==> src/rtl/tw9_pkg.sv <==
package tw9_pkg;

   typedef enum logic [2:0] {
      ST_IDLE,
      ST_SETUP,
      ST_LOW,
      ST_HIGH,
      ST_TAIL
   } tw9_state_e;

   function automatic int tw9_cnt_width(input int a, input int b);
      int m;
      m = (a > b) ? a : b;
      return (m < 2) ? 1 : $clog2(m);
   endfunction

endpackage

==> src/rtl/tw9_timer.sv <==
module tw9_timer #(
   parameter int CNT_W = 4
) (
   input  logic             clk,
   input  logic             rst,
   input  logic             load,
   input  logic [CNT_W-1:0] load_val,
   output logic             expired
);

   logic [CNT_W-1:0] cnt_q;

   always_ff @(posedge clk) begin
      if (rst)
         cnt_q <= '0;
      else if (load)
         cnt_q <= load_val;
      else if (cnt_q != '0)
         cnt_q <= cnt_q - 1'b1;
   end

   assign expired = (cnt_q == '0);

   // every half period counts down one step per cycle, with no wrap.
   a_r4_count_down: assert property (@(posedge clk) disable iff (rst)
      (!$past(load) && $past(cnt_q) != '0) |-> (cnt_q == $past(cnt_q) - 1'b1));

endmodule

==> src/rtl/tw9_shifter.sv <==
module tw9_shifter #(
   parameter int FRAME_W = 9
) (
   input  logic               clk,
   input  logic               rst,
   input  logic               load,
   input  logic [FRAME_W-1:0] frame_in,
   input  logic               shift,
   output logic               msb,
   output logic               last
);

   localparam int IDX_W = (FRAME_W < 2) ? 1 : $clog2(FRAME_W);

   logic [FRAME_W-1:0] sh_q;
   logic [IDX_W-1:0]   idx_q;

   generate
      if (FRAME_W < 2) begin : g_bad_frame
         $error("tw9_shifter: FRAME_W must be at least 2");
      end
   endgenerate

   always_ff @(posedge clk) begin
      if (rst) begin
         sh_q  <= '1;
         idx_q <= '0;
      end else if (load) begin
         sh_q  <= frame_in;
         idx_q <= '0;
      end else if (shift) begin
         sh_q  <= {sh_q[FRAME_W-2:0], 1'b1};
         idx_q <= idx_q + 1'b1;
      end
   end

   assign msb  = sh_q[FRAME_W-1];
   assign last = (idx_q == IDX_W'(FRAME_W - 1));

   // the controller never shifts beyond the final bit of a frame.
   a_r2_no_overshift: assert property (@(posedge clk) disable iff (rst)
      shift |-> !last);

   // loading and shifting are exclusive.
   a_r2_load_xor_shift: assert property (@(posedge clk) disable iff (rst)
      !(load && shift));

endmodule

==> src/rtl/tw9_writer.sv <==
module tw9_writer
   import tw9_pkg::*;
#(
   parameter int BYTE_W    = 8,
   parameter int SETUP_CYC = 4,
   parameter int HALF_CYC  = 5
) (
   input  logic              clk,
   input  logic              rst,
   input  logic              req_valid,
   output logic              req_ready,
   input  logic              req_is_param,
   input  logic [BYTE_W-1:0] req_byte,
   output logic              busy,
   output logic              done,
   output logic              ser_csn,
   output logic              ser_clk,
   output logic              ser_dat
);

   localparam int FRAME_W = BYTE_W + 1;
   localparam int CNT_W   = tw9_cnt_width(SETUP_CYC, HALF_CYC);
   localparam logic [CNT_W-1:0] SETUP_LD = CNT_W'(SETUP_CYC - 1);
   localparam logic [CNT_W-1:0] HALF_LD  = CNT_W'(HALF_CYC - 1);

   generate
      if (BYTE_W < 1) begin : g_bad_byte
         $error("tw9_writer: BYTE_W must be at least 1");
      end
      if (SETUP_CYC < 1) begin : g_bad_setup
         $error("tw9_writer: SETUP_CYC must be at least 1");
      end
      if (HALF_CYC < 1) begin : g_bad_half
         $error("tw9_writer: HALF_CYC must be at least 1");
      end
   endgenerate

   tw9_state_e       state_q, state_nx;
   logic             tmr_load;
   logic [CNT_W-1:0] tmr_val;
   logic             tmr_exp;
   logic             sh_load, sh_shift, sh_msb, sh_last;
   logic             accept;
   logic             done_q;

   assign accept = req_valid && req_ready;

   always_comb begin
      state_nx = state_q;
      tmr_load = 1'b0;
      tmr_val  = HALF_LD;
      sh_load  = 1'b0;
      sh_shift = 1'b0;
      unique case (state_q)
         ST_IDLE: begin
            if (accept) begin
               state_nx = ST_SETUP;
               tmr_load = 1'b1;
               tmr_val  = SETUP_LD;
               sh_load  = 1'b1;
            end
         end
         ST_SETUP: begin
            if (tmr_exp) begin
               state_nx = ST_LOW;
               tmr_load = 1'b1;
            end
         end
         ST_LOW: begin
            if (tmr_exp) begin
               state_nx = ST_HIGH;
               tmr_load = 1'b1;
            end
         end
         ST_HIGH: begin
            if (tmr_exp) begin
               tmr_load = 1'b1;
               if (sh_last) begin
                  state_nx = ST_TAIL;
               end else begin
                  state_nx = ST_LOW;
                  sh_shift = 1'b1;
               end
            end
         end
         ST_TAIL: begin
            if (tmr_exp)
               state_nx = ST_IDLE;
         end
         default: state_nx = ST_IDLE;
      endcase
   end

   always_ff @(posedge clk) begin
      if (rst) begin
         state_q <= ST_IDLE;
         done_q  <= 1'b0;
      end else begin
         state_q <= state_nx;
         done_q  <= (state_q == ST_TAIL) && tmr_exp;
      end
   end

   tw9_timer #(.CNT_W(CNT_W)) u_timer (
      .clk      (clk),
      .rst      (rst),
      .load     (tmr_load),
      .load_val (tmr_val),
      .expired  (tmr_exp)
   );

   tw9_shifter #(.FRAME_W(FRAME_W)) u_shift (
      .clk      (clk),
      .rst      (rst),
      .load     (sh_load),
      .frame_in ({req_is_param, req_byte}),
      .shift    (sh_shift),
      .msb      (sh_msb),
      .last     (sh_last)
   );

   assign req_ready = (state_q == ST_IDLE);
   assign busy      = !req_ready;
   assign done      = done_q;
   assign ser_csn   = (state_q == ST_IDLE);
   assign ser_clk   = (state_q != ST_LOW);
   assign ser_dat   = (state_q == ST_LOW || state_q == ST_HIGH) ? sh_msb : 1'b1;

   // the serial clock is low only inside an active frame.
   a_r3_clk_inside_frame: assert property (@(posedge clk) disable iff (rst)
      !ser_clk |-> !ser_csn);

   // data holds across each rising edge of the serial clock.
   a_r4_dat_stable_rise: assert property (@(posedge clk) disable iff (rst)
      $rose(ser_clk) |-> $stable(ser_dat));

   // acceptance leads to chip select low in the next cycle.
   a_r6_accept_starts: assert property (@(posedge clk) disable iff (rst)
      (req_valid && req_ready) |=> !ser_csn);

   // ready only while the link is released.
   a_r6_ready_idle: assert property (@(posedge clk) disable iff (rst)
      req_ready |-> ser_csn);

   // each release of chip select comes with done.
   a_r7_done_on_release: assert property (@(posedge clk) disable iff (rst)
      $rose(ser_csn) |-> done);

   // done lasts a single cycle.
   a_r7_done_single: assert property (@(posedge clk) disable iff (rst)
      done |=> !done);

   // data is high when chip select is released.
   a_r5_dat_high_release: assert property (@(posedge clk) disable iff (rst)
      $rose(ser_csn) |-> ser_dat);

endmodule

==> config.mk <==
export PLATFORM = sky130hd
export DESIGN_NAME = tw9_writer
export DESIGN_NICKNAME = d
export VERILOG_FILES = /design/src/rtl/tw9_pkg.sv /design/src/rtl/tw9_timer.sv /design/src/rtl/tw9_shifter.sv /design/src/rtl/tw9_writer.sv
export SDC_FILE = /design/constraint.sdc
export NUM_CORES = 1
export LEC_CHECK = 0
export BUFFER_PORTS_ARGS = -buffer_cell sky130_fd_sc_hd__buf_4
export CAP_MARGIN = 25
export CELL_PAD_IN_SITES_DETAIL_PLACEMENT = 1
export CELL_PAD_IN_SITES_GLOBAL_PLACEMENT = 2
export CORE_UTILIZATION = 25
export CTS_CLUSTER_DIAMETER = 150
export CTS_CLUSTER_SIZE = 12
export DETAILED_ROUTE_END_ITERATION = 10
export PLACE_DENSITY = 0.64
export SLEW_MARGIN = 40
export SYNTH_ARGS = -nofsm -noshare
export SYNTH_HDL_FRONTEND = slang
export SYNTH_SLANG_ARGS = --single-unit
export TNS_END_PERCENT = 10
==> constraint.sdc <==
create_clock -name clk -period 2 [get_ports clk]
set_input_delay 0.3 -clock clk [delete_from_list [all_inputs] [get_ports clk]]
set_output_delay 0.3 -clock clk [all_outputs]
set_load 0.01 [all_outputs]
==> results.rst <==
.. list-table::
   :header-rows: 1

   * - Metric
     - Value
   * - Global-route wire length before repair
     - 4060 um
   * - Number of global-route vias before repair
     - 865
   * - Setup Viol. Count Final
     - 0
   * - Area Growth Syn to Fin
     - 20.0%
   * - Peak ir drop on the vdd network
     - 0.344 mV
   * - FILL cells
     - 461
   * - Cts-stage hold buffer count
     - 0
   * - Data required time at the worst endpoint
     - 2130 ps
   * - Initial DRT Pass Iterations
     - 2
   * - Minimum period implied by the final worst setup slack
     - 1680 ps
   * - Launch point of the worst hold path
     - req_byte[5]
   * - Combinational family with the most area after synthesis
     - simple AND/OR/NAND/NOR gates
   * - Most area-consuming cells after synthesis
     - sky130_fd_sc_hd__dfxtp_1, sky130_fd_sc_hd__mux2i_1, sky130_fd_sc_hd__a21oi_1
   * - Clock skew after layout
     - 1.96 ps
   * - Clock Pin Slew Worst Setup and Hold Paths
     - 70 ps
   * - Number of storage elements in the synthesis netlist
     - 20
   * - DRC
     - 0
   * - Headroom to the max-slew limit
     - 64.8%
   * - Transition time of the tightest slew-check pin
     - 529 ps
   * - Die Y
     - 66.2 um
   * - CTS buffer count
     - 3
   * - Clock tree sinks
     - 20
   * - Share of synthesized registers carrying an async set or reset
     - 0%
   * - Remaining antenna violation count after routing
     - 0
   * - Critical path fanouts, max
     - 11
   * - Number of standard-cell rows in the floorplan
     - 22
   * - Ys flop type
     - sky130_fd_sc_hd__dfxtp_1
   * - Cell with the largest stage delay on the worst path
     - sky130_fd_sc_hd__dfxtp_1
   * - Total Routed Length
     - 2350 um
   * - Global-route total usage across every layer
     - 12.5%
   * - Total number of nets in the final design
     - 145
   * - Number of vias per cell after detailed routing
     - 4.77
   * - Synth top cells by count
     - sky130_fd_sc_hd__dfxtp_1, sky130_fd_sc_hd__mux2i_1, sky130_fd_sc_hd__a21oi_1, sky130_fd_sc_hd__nor2_1, sky130_fd_sc_hd__o21ai_1
   * - P_leak
     - 0.479 nW
   * - Average wire per standard cell
     - 13.3 um
   * - Hold Path Depth
     - 3
   * - Global route overflow
     - 0
   * - Launch point of the worst reg-to-reg path
     - u_shift.idx_q[0]
   * - Cell type with the largest total area after synthesis
     - sky130_fd_sc_hd__dfxtp_1
   * - P per Cell Area
     - 1040 nW/um^2
   * - Horizontal die dimension
     - 66.2 um
   * - Portion of the post-synthesis area used by sequential elements
     - 38.8%
   * - Placed Cells
     - 172
   * - Synth warn
     - 0
   * - Worst Reg-to-Reg Cells
     - 7
   * - Initial antenna violation count
     - 0
   * - Fraction of the mapped netlist area in simple logic gates
     - 21.2%
   * - Largest net degree at the start of global routing
     - 18
   * - Post-synth EDFFs
     - 0
   * - CP Class
     - register to register
   * - Number of buffers on the longest clock path
     - 2
   * - F_max
     - 596 MHz
   * - Cells after synthesis
     - 112
   * - CP peak stage delay
     - 400 ps
   * - Total setup buffers inserted after CTS
     - 0
   * - Top-count cell post-synth
     - sky130_fd_sc_hd__dfxtp_1
   * - Synthesized-area fraction occupied by xor and xnor cells
     - 2.55%
   * - Hold/Removal Path Class
     - primary input to register
   * - Initial Utilization
     - 27.1%
   * - Final number of max-transition violations
     - 0
   * - Synthesized-area fraction occupied by adder cells
     - 4.85%
   * - Ports placed on the boundary
     - 18
   * - Kind of start point of the critical path
     - register
   * - Root buffer selected by CTS
     - sky130_fd_sc_hd__clkbuf_8
   * - Share of the clock period used by the worst path
     - 83.9%
   * - FF-to-FF setup slack
     - 320 ps
   * - Terminating pin of the worst hold path
     - u_shift.sh_q[5]
   * - Setup repair after global routing missed its margin
     - false
   * - Avg Cell Area, Syn
     - 9.21 um^2
   * - Number of hold violations in the final report
     - 0
   * - Share of post-route cells with drive strength above 1
     - 23.4%
   * - TritonCTS clock tree
     - built
   * - Share of synthesized area spent on multiplexers
     - 10.7%
   * - Via Count
     - 839
   * - Share of the synthesized area in the top cell type
     - 38.8%
   * - # diodes
     - 0
   * - Clock H-tree levels
     - 1
   * - Compound-Gate Fraction of Synth Area
     - 15.4%
   * - Placer Congestion
     - 0.691
   * - Reg2Reg Capture Point
     - u_shift.sh_q[4]
   * - Insertion delay of the later-clocked pin in the worst-skew pair
     - 250 ps
   * - Sum of negative setup slack
     - 0 ps
   * - Result of the run
     - finished, final reports clean
   * - Core area
     - 3800 um^2
   * - CP Buf/Inv Count
     - 2
   * - Maximum Capacitance Violations
     - 0
   * - Total die area
     - 4390 um^2
   * - CP top delay family
     - flip-flops
   * - Number of nets in the synthesized netlist
     - 128
   * - Critical Path Sink Type
     - register
   * - Worst path cell trace
     - inv_1 > ha_1 > and3b_1 > nor3_4 > buf_4 > mux2i_1 > o21ai_1
   * - Data arrival time of the worst path
     - 1810 ps
   * - Filler-free cell count of the finished design
     - 176
   * - Iteration-0 DRC Markers
     - 46
   * - Buffers on Ports
     - 17
   * - Distinct cells, synth
     - 32
   * - Resized cells post-CTS
     - 0
   * - Half-perimeter wire length after placement
     - 1790 um
   * - Post-Synthesis Cell Area
     - 1030 um^2
[report_power, final]
part	leakage (nW)	switching [W]	total (W)	internal [W]
registers	0.165	0.0000494	0.000511	0.000461
clock network	0.0288	0.000132	0.000307	0.000175
logic	0.286	0.000271	0.000467	0.000196
total	0.479	0.000453	0.00128	0.000832
[cell usage in the layout (no fill, tap or decap)]
| master | netlist | routed |
|---|---|---|
| sky130_fd_sc_hd__nor3_1 | 4 | 4 |
| sky130_fd_sc_hd__clkbuf_8 | 0 | 4 |
| sky130_fd_sc_hd__mux2i_1 | 11 | 11 |
| sky130_fd_sc_hd__a31oi_1 | 1 | 1 |
| sky130_fd_sc_hd__o22ai_1 | 1 | 1 |
| sky130_fd_sc_hd__nand3b_2 | 1 | 1 |
| sky130_fd_sc_hd__o21ai_1 | 7 | 7 |
| sky130_fd_sc_hd__nor3_2 | 1 | 1 |
| sky130_fd_sc_hd__nand2b_1 | 3 | 3 |
| sky130_fd_sc_hd__a21oi_1 | 10 | 10 |
| sky130_fd_sc_hd__a221oi_1 | 1 | 1 |
| sky130_fd_sc_hd__nor2_1 | 10 | 10 |
| sky130_fd_sc_hd__nor3_4 | 1 | 1 |
| sky130_fd_sc_hd__nor4b_2 | 1 | 1 |
| sky130_fd_sc_hd__and2_1 | 1 | 1 |
| sky130_fd_sc_hd__nand3_1 | 3 | 3 |
| sky130_fd_sc_hd__nand2b_4 | 1 | 1 |
| sky130_fd_sc_hd__dfxtp_1 | 20 | 20 |
| sky130_fd_sc_hd__ha_1 | 4 | 4 |
| sky130_fd_sc_hd__nor2b_1 | 2 | 2 |
| sky130_fd_sc_hd__or2_1 | 1 | 1 |
| sky130_fd_sc_hd__o21bai_1 | 1 | 1 |
| sky130_fd_sc_hd__nor2_2 | 1 | 1 |
| sky130_fd_sc_hd__o21ai_0 | 3 | 3 |
| sky130_fd_sc_hd__a221oi_2 | 2 | 2 |
| sky130_fd_sc_hd__xnor2_1 | 3 | 3 |
| sky130_fd_sc_hd__and3_1 | 1 | 1 |
| sky130_fd_sc_hd__buf_4 | 3 | 18 |
| sky130_fd_sc_hd__inv_1 | 6 | 6 |
| sky130_fd_sc_hd__and3b_1 | 1 | 1 |
| sky130_fd_sc_hd__nand2_1 | 4 | 4 |
[routing by layer]
metal  routed length [um]  GRT usage [%]
met5                    0              0
met2                 1190           22.2
met4                   20           3.19
met1                 1060           14.4
met3                   72           3.62
[worst max-delay path by stage]
stage                     start                to  slack [ps]  cells after the start
6_report       u_shift.idx_q[0]   u_shift.sh_q[4]         320                      7
4_1_cts        u_shift.idx_q[0]   u_shift.sh_q[4]         290                      7
5_1_grt        u_timer.cnt_q[0]  u_timer.cnt_q[1]         200                      6
3_5_place_dp   u_shift.idx_q[0]   u_shift.sh_q[4]         300                      7
2_1_floorplan  u_shift.idx_q[0]   u_shift.sh_q[1]         500                      7
3_3_place_gp   u_shift.idx_q[0]   u_shift.sh_q[8]         320                      7
[per-stage QoR]
step	power [W]	utilization [%]	instance area (um^2)	hold WS, ps	setup slack [ps]
final	0.00128	32.6	1240	255	322
after global routing	0.00140	32.6	1240	254	200
after CTS	0.00131	32.6	1240	248	286
after detailed placement	0.000991	31.1	1180	517	304
after global placement	0.000977	31.1	1180	500	323
after floorplan	0.000863	-	1030	400	498
[worst reg2reg max path: stages (launching register included)]
cell and delay [ps]:
sky130_fd_sc_hd__dfxtp_1 400, sky130_fd_sc_hd__inv_1 60, sky130_fd_sc_hd__ha_1 190, sky130_fd_sc_hd__and3b_1 250, sky130_fd_sc_hd__nor3_4 120, sky130_fd_sc_hd__buf_4 240, sky130_fd_sc_hd__mux2i_1 230, sky130_fd_sc_hd__o21ai_1 70
[cells by family after synthesis]
kind of cell | Yosys count
xor gates and xnor gates | 3
adders and majority gates | 4
and+or+nand+nor | 36
muxes | 11
buffers and inverters | 12
AOI/OAI and AO/OA | 26
DFF | 20
[registers in the layout (all words and copies together) (netlist names)]
register / cells
u_shift.sh_q: 9
u_shift.idx_q: 4
state_q: 3
u_timer.cnt_q: 3
done: 1
[layout make-up]
| type | instances | area, um^2 | share of cell area [%] |
|---|---|---|---|
| clock buffer | 4 | 55.1 | 4.45 |
| inverter | 6 | 22.5 | 1.82 |
| multi-input combinational | 80 | 564 | 45.6 |
| sequential | 20 | 400 | 32.4 |
| tap | 48 | 60.1 | 4.85 |
| timing repair buffer | 18 | 135 | 10.9 |
(Power assumes the default switching activity.)
